File: src/rtl/fwr_pkg.sv
package fwr_pkg;

    localparam int IDX_W  = 15;
    localparam int ADDR_W = 16;
    localparam int DATA_W = 8;

    typedef struct packed {
        logic [IDX_W-1:0]  idx;
        logic [ADDR_W-1:0] addr;
        logic [DATA_W-1:0] data;
    } sched_entry_t;

    localparam int ENTRY_W = $bits(sched_entry_t);

    function automatic sched_entry_t make_entry(
        input logic [IDX_W-1:0]  idx,
        input logic [ADDR_W-1:0] addr,
        input logic [DATA_W-1:0] data
    );
        sched_entry_t e;
        e.idx  = idx;
        e.addr = addr;
        e.data = data;
        return e;
    endfunction

endpackage

File: src/rtl/fwr_frame_counter.sv
module fwr_frame_counter
    import fwr_pkg::*;
(
    input  logic             clk,
    input  logic             rst,
    input  logic             cycle_end,
    input  logic             frame_sync,
    input  logic [IDX_W-1:0] cycles_per_frame,
    output logic [IDX_W-1:0] count
);
    logic [IDX_W-1:0] last_idx;
    assign last_idx = cycles_per_frame - IDX_W'(1);

    always_ff @(posedge clk) begin
        if (rst) begin
            count <= '0;
        end else if (frame_sync) begin
            count <= '0;
        end else if (cycle_end) begin
            if (count >= last_idx) count <= '0;
            else                   count <= count + IDX_W'(1);
        end
    end
endmodule

File: src/rtl/fwr_sched_mem.sv
module fwr_sched_mem
    import fwr_pkg::*;
#(
    parameter int DEPTH  = 64,
    localparam int SLOT_W = $clog2(DEPTH)
) (
    input  logic              clk,
    input  logic              we,
    input  logic [SLOT_W-1:0] wslot,
    input  sched_entry_t      wentry,
    input  logic [SLOT_W-1:0] rslot,
    output sched_entry_t      rentry
);
    sched_entry_t table_q [DEPTH];

    always_ff @(posedge clk) begin
        if (we) table_q[wslot] <= wentry;
    end

    assign rentry = table_q[rslot];
endmodule

File: src/rtl/fwr_bus_driver.sv
module fwr_bus_driver
    import fwr_pkg::*;
(
    input  logic              clk,
    input  logic              rst,
    input  logic              cpu_phase,
    input  logic              fire,
    input  sched_entry_t      entry,
    output logic [ADDR_W-1:0] bus_addr,
    output logic              addr_oe,
    output logic [DATA_W-1:0] bus_data,
    output logic              data_oe
);
    logic addr_stage_q;
    logic data_stage_q;

    always_ff @(posedge clk) begin
        if (rst) begin
            addr_stage_q <= 1'b0;
            data_stage_q <= 1'b0;
            bus_addr     <= '0;
            bus_data     <= '0;
        end else begin
            if (fire) begin
                addr_stage_q <= 1'b1;
                bus_addr     <= entry.addr;
                bus_data     <= entry.data;
            end else if (!cpu_phase) begin
                addr_stage_q <= 1'b0;
            end
            data_stage_q <= addr_stage_q & cpu_phase;
        end
    end

    // Enables are gated by the phase so the bus is freed the moment the video half begins
    assign addr_oe = addr_stage_q & cpu_phase;
    assign data_oe = data_stage_q & cpu_phase;
endmodule

File: src/rtl/frame_write_replayer.sv
module frame_write_replayer
    import fwr_pkg::*;
#(
    parameter int DEPTH   = 64,
    localparam int SLOT_W = $clog2(DEPTH),
    localparam int PTR_W  = SLOT_W + 1
) (
    input  logic              clk,
    input  logic              rst,
    input  logic              cpu_phase,
    input  logic              bus_avail,
    input  logic              frame_sync,
    input  logic [IDX_W-1:0]  cycles_per_frame,
    input  logic              ld_we,
    input  logic [SLOT_W-1:0] ld_slot,
    input  logic [IDX_W-1:0]  ld_index,
    input  logic [ADDR_W-1:0] ld_addr,
    input  logic [DATA_W-1:0] ld_data,
    input  logic [PTR_W-1:0]  sched_len,
    input  logic              arm,
    input  logic              host_reset,
    output logic [ADDR_W-1:0] bus_addr,
    output logic              addr_oe,
    output logic [DATA_W-1:0] bus_data,
    output logic              data_oe,
    output logic              dma_n,
    output logic              reset_n,
    output logic              missed
);
    logic             phase_q;
    logic             cycle_start;
    logic             cycle_end;
    logic [IDX_W-1:0] frame_idx;
    logic             active_q;
    logic             late_q;
    logic             missed_q;
    logic             reset_n_q;
    logic [PTR_W-1:0] ptr_q;
    logic             pending;
    logic             due;
    logic             fire;
    sched_entry_t     cur_entry;

    assign cycle_start = cpu_phase & ~phase_q;
    assign cycle_end   = ~cpu_phase & phase_q;

    fwr_frame_counter u_counter (
        .clk              (clk),
        .rst              (rst),
        .cycle_end        (cycle_end),
        .frame_sync       (frame_sync),
        .cycles_per_frame (cycles_per_frame),
        .count            (frame_idx)
    );

    fwr_sched_mem #(.DEPTH(DEPTH)) u_table (
        .clk    (clk),
        .we     (ld_we),
        .wslot  (ld_slot),
        .wentry (make_entry(ld_index, ld_addr, ld_data)),
        .rslot  (ptr_q[SLOT_W-1:0]),
        .rentry (cur_entry)
    );

    assign pending = active_q && (ptr_q != sched_len);
    assign due     = pending && (late_q || (frame_idx == cur_entry.idx));
    assign fire    = !arm && cycle_start && due && bus_avail;

    always_ff @(posedge clk) begin
        if (rst) begin
            phase_q   <= 1'b0;
            active_q  <= 1'b0;
            late_q    <= 1'b0;
            missed_q  <= 1'b0;
            reset_n_q <= 1'b1;
            ptr_q     <= '0;
        end else begin
            phase_q   <= cpu_phase;
            reset_n_q <= ~host_reset;
            if (arm) begin
                active_q <= (sched_len != '0);
                ptr_q    <= '0;
                late_q   <= 1'b0;
                missed_q <= 1'b0;
            end else if (active_q) begin
                if (cycle_start && due) begin
                    if (bus_avail) begin
                        ptr_q  <= ptr_q + PTR_W'(1);
                        late_q <= 1'b0;
                    end else begin
                        late_q   <= 1'b1;
                        missed_q <= 1'b1;
                    end
                end
                if (!pending && !cpu_phase) active_q <= 1'b0;
            end
        end
    end

    fwr_bus_driver u_driver (
        .clk       (clk),
        .rst       (rst),
        .cpu_phase (cpu_phase),
        .fire      (fire),
        .entry     (cur_entry),
        .bus_addr  (bus_addr),
        .addr_oe   (addr_oe),
        .bus_data  (bus_data),
        .data_oe   (data_oe)
    );

    assign dma_n   = ~active_q;
    assign reset_n = reset_n_q;
    assign missed  = missed_q;
endmodule

File: config.mk
export PLATFORM = sky130hd
export DESIGN_NAME = frame_write_replayer
export DESIGN_NICKNAME = d
export VERILOG_FILES = /design/src/rtl/fwr_pkg.sv /design/src/rtl/fwr_frame_counter.sv /design/src/rtl/fwr_sched_mem.sv /design/src/rtl/fwr_bus_driver.sv /design/src/rtl/frame_write_replayer.sv
export SDC_FILE = /design/constraint.sdc
export NUM_CORES = 2
export LEC_CHECK = 0
export BUFFER_PORTS_ARGS = -buffer_cell sky130_fd_sc_hd__buf_2
export CAP_MARGIN = 25
export CORE_MARGIN = 5
export CORE_UTILIZATION = 30
export CTS_CLUSTER_SIZE = 40
export DETAILED_ROUTE_END_ITERATION = 10
export GPL_TIMING_DRIVEN = 0
export PLACE_DENSITY = 0.54
export SETUP_SLACK_MARGIN = 0.5
export SKIP_LAST_GASP = 1
export SYNTH_ARGS = -nofsm -noshare
export SYNTH_HDL_FRONTEND = slang
export SYNTH_SLANG_ARGS = --single-unit
File: constraint.sdc
create_clock -name clk -period 9.07 [get_ports clk]
set_input_delay 1.814 -clock clk [delete_from_list [all_inputs] [get_ports clk]]
set_output_delay 1.814 -clock clk [all_outputs]
set_load 0.05 [all_outputs]
==> out/metrics.csv <==
stage;metric;value;unit
status;status;complete, no violations;
route;residual DRC count;0;
setup_path;worst-path cell chain;buf_2 > buf_1 > buf_1 > clkbuf_2 > clkbuf_1 > clkbuf_1 > buf_8 > clkbuf_1 > mux4_2 > mux4_2 > mux2i_1 > o21ai_0 > nand3_1 > a21oi_1;
yosys;post-synthesis sequential area ratio;77.37;%
timing;Least-Margin Pin Slew;1.126;ns
timing;RSZ-0062 raised after global routing;false;
setup_path;CP max stage delay;0.82;ns
cts;Sink Count;2555;
grt;largest net degree at the start of global routing;65;
cts;Clock Path Buffers;4;
timing;final worst path period share;75.91;%
cts;total CTS buffers;271;
setup_path;crit-path max FO;10;
yosys;Post-Syn Instances;4314;
floorplan;Ports;104;
route;Vias;50333;
power_and_ir_drop;PwrDens;203.6;nW/um2
grt;GRT Overall Usage;17.98;%
grt;GRT busiest layer;met2;
timing;Final Hold Viols;0;
floorplan;die area;339600;um2
cts;hold buffer count at CTS;0;
route;Initial DRC Count;7166;
yosys;Synth top area share;76.17;%
setup_path;CP max stage cell;clkbuf_2;
timing;fmax;145.2;MHz
floorplan;Rows;210;
cts;CTS root buf;clkbuf_16;
floorplan;Initial Util;30.11;%
placement;Placed Area;109100;um2
route;Vias per Instance;5.307;
grt;total gr overflow;0;
placement;Post-DP HPWL;213100;um
cts;Gates resized, CTS repair;0;
setup_path;Critical Path Source Type;flip-flop;
floorplan;Die Height;582.7;um
setup_path;arrival time at the worst endpoint;7.59;ns
yosys;largest cells by area after synthesis;edfxtp_1 76%, mux4_2 16%, dfxtp_1 1.2%;
route;Pre-antenna DRT Iters;6;
timing;Min Clock Period, post-route;6.885;ns
setup_path;CP Capture Type;flip-flop;
timing;Clock Skew;0.05858;ns
route;total wire length;312600;um
yosys;Cell variety after synth;70;
power_and_ir_drop;Power, Total;23990;uW
yosys;ys async rst share;0;%
worst_hold_path;Hold WC Path Type;flip-flop to flip-flop;
timing;Final Setup Violations;0;
cts;clock transition at the registers of the reported paths;0.06;ns
yosys;Mapped Area;98400;um2
yosys;warnings from Yosys;0;
power_and_ir_drop;Worst VDD drop;0.1312;mV
yosys;EDFF count, synth;2496;
setup_path;r2r worst-path depth;14;
final_layout;Final Instance Area;117800;um2
setup_path;worst path required time;9.77;ns
setup_path;Critical Path Most Common Cell;clkbuf_1;
grt;vias in the first global route;49894;
route;Routed WL per cell;32.96;um
cts;CTS H-tree lvls;5;
floorplan;Die Wd;582.7;um
yosys;Avg Cell Area, Syn;22.81;um2
worst_hold_path;worst hold path endpoint;u_driver.data_stage_q$_SDFF_PP0_;
timing;Max Transition Viols Final;0;
route;ANT nets after route;0;
placement;RePlAce Congestion;0.8624;
power_and_ir_drop;Pleak;0.03541;uW
job;max cap viols;0;
floorplan;Core Region;326900;um2
cts;postcts setup bufs;0;
final_layout;share of post-route cells with drive strength above 1;30.44;%
final_layout;Area Overhead vs Synth;19.74;%
yosys;largest area contributor in the netlist;edfxtp_1;
setup_path;Crit Reg-Reg Endpoint;u_driver.bus_data[4]$_SDFFE_PP0P_;
yosys;syn_nets;4407;
placement;PortBufs;98;
final_layout;fin util;36.05;%
worst_hold_path;hold path cells;2;
timing;relative slew slack;24.92;%
cts;TritonCTS clock tree;yes;
yosys;top_reg_cell synth;edfxtp_1;
worst_hold_path;Hold Startpoint;u_driver.addr_stage_q$_SDFFE_PP0P_;
grt;GRT met2 Usage;29.38;%
final_layout;Layout fillers;29890;
setup_path;R2R Setup Slk;2.18;ns
setup_path;Setup CP Type;flip-flop to flip-flop;
final_layout;Nets;5026;
grt;antenna violations before repair;32;
grt;met1 Use GR;24.08;%
yosys;Yosys reg bits;2555;
grt;Global Route met3 Usage;3.165;%
grt;first-pass GRT wire length;424600;um
cts;clk_lat worst skew;0.86;ns
[critical path, delay by kind of cell, from the launching register on]
kind	cells	cell delay [ns]
buffers and inverters	8	4.51
multiplexers	3	1.25
flip-flops	1	0.43
AO/OA/AOI/OAI	2	0.34
AND/OR/NAND/NOR	1	0.20
[cell usage in the layout (no fill, tap or decap), types with 10 or more instances in the layout]
cell       instances
clkinv_1          52
a221oi_1          14
buf_6             23
diode_2           13
clkbuf_16        279
nand3_1           59
nand2_1           75
buf_16            32
a22o_1            11
nand4_1           24
nor3_1            18
xnor2_1           28
dfxtp_1           59
a21oi_1           57
mux2i_1           86
a22oi_1           39
nor2b_1           23
nor2_4            62
bufinv_16         12
nor4_1            10
mux4_2           701
buf_8             49
buf_1             45
inv_1             15
buf_4             16
nor2_1            62
mux2_2            23
clkbuf_1         184
edfxtp_1        2496
buf_12           147
o21ai_0           47
ha_1              18
xor2_1            24
clkinv_2          36
buf_2            136
[metrics by stage]
stage	worst slack, ns	hold slack [ns]	TNS [ns]	cells
2_1_floorplan	3.427	0.4388	0	4314
3_3_place_gp	-1.225	0.4663	-91.01	8758
3_5_place_dp	2.176	0.4644	0	8977
4_1_cts	2.161	0.4748	0	9442
5_1_grt	2.054	0.4946	0	9476
6_report	2.185	0.4739	0	9484
[cell families after synthesis]
group | synth area share (%)
flip-flops | 77.37
multiplexers | 17.29
AND/OR/NAND/NOR | 1.923
buffers and inverters | 1.082
AO/OA/AOI/OAI | 1.648
XOR/XNOR | 0.4628
adder cells (fa/ha/maj) | 0.2289
[area by class of cell]
type / instances / area, um2 / area share [%]
timing repair buffer: 346 / 5261 / 4.465
multi-input combinational: 1515 / 21700 / 18.42
tap: 4346 / 5438 / 4.615
buffer: 227 / 1013 / 0.8601
clock buffer: 346 / 7243 / 6.147
inverter: 17 / 63.81 / 0.05415
antenna: 13 / 32.53 / 0.02761
clock inverter: 119 / 944.7 / 0.8017
sequential: 2555 / 76130 / 64.61
[layer usage]
metal | up-vias | wire [um]
met5 | - | 91
met1 | 27372 | 122900
li1 | 19731 | -
met3 | 612 | 26200
met4 | 12 | 13470
met2 | 2606 | 150000
[worst max-delay path by stage]
stage | startpoint | to | depth (start not counted)
floorplan | ld_slot[5] | u_table.table_q[48][0]$_DFFE_PP_ | 4
global placement | ld_slot[5] | u_table.table_q[48][36]$_DFFE_PP_ | 4
detailed placement | flip-flop | u_driver.bus_data[4]$_SDFFE_PP0P_ | 14
CTS | flip-flop | u_driver.bus_data[4]$_SDFFE_PP0P_ | 14
global route | flip-flop | u_driver.bus_data[4]$_SDFFE_PP0P_ | 14
finish | flip-flop | u_driver.bus_data[4]$_SDFFE_PP0P_ | 14
[where the power goes]
part | internal (uW) | switching [uW]
combinational | 104 | 310
sequential | 13000 | 17.0
clock | 5990 | 4540
[state kept, by name, summed over array words and instances, names as in the netlist, named ones only]
| signal | cells |
|---|---|
| active_q | 1 |
| late_q | 1 |
| missed | 1 |
| phase_q | 1 |
| ptr_q | 7 |
| reset_n | 1 |
| u_counter.count | 15 |
| u_driver.addr_stage_q | 1 |
| u_driver.bus_addr | 16 |
| u_driver.bus_data | 8 |
| u_driver.data_stage_q | 1 |
| u_table.table_q | 2496 |
[synthesized netlist by cell type (all sizes together) (3+ instances only)]
cell,count
edfxtp,2496
xnor2,28
nor3b,4
buf,103
nand3b,4
o22ai,6
or4,7
a22o,11
a22oi,39
nor2,124
nand2,75
or3b,3
o21a,8
nor3,20
or3,8
inv,17
mux2i,86
mux2,23
a221oi,14
o31ai,6
a32o,5
ha,18
or2,3
nor4,11
nor2b,23
o211ai,5
and2,8
a32oi,4
nand2b,8
xor2,24
nand3,59
clkbuf,124
a211oi,7
mux4,705
and3,7
nand4,24
a21oi,57
dfxtp,59
o21ai,47
a31oi,7
No activity file was read; power rests on OpenSTA's default activity.
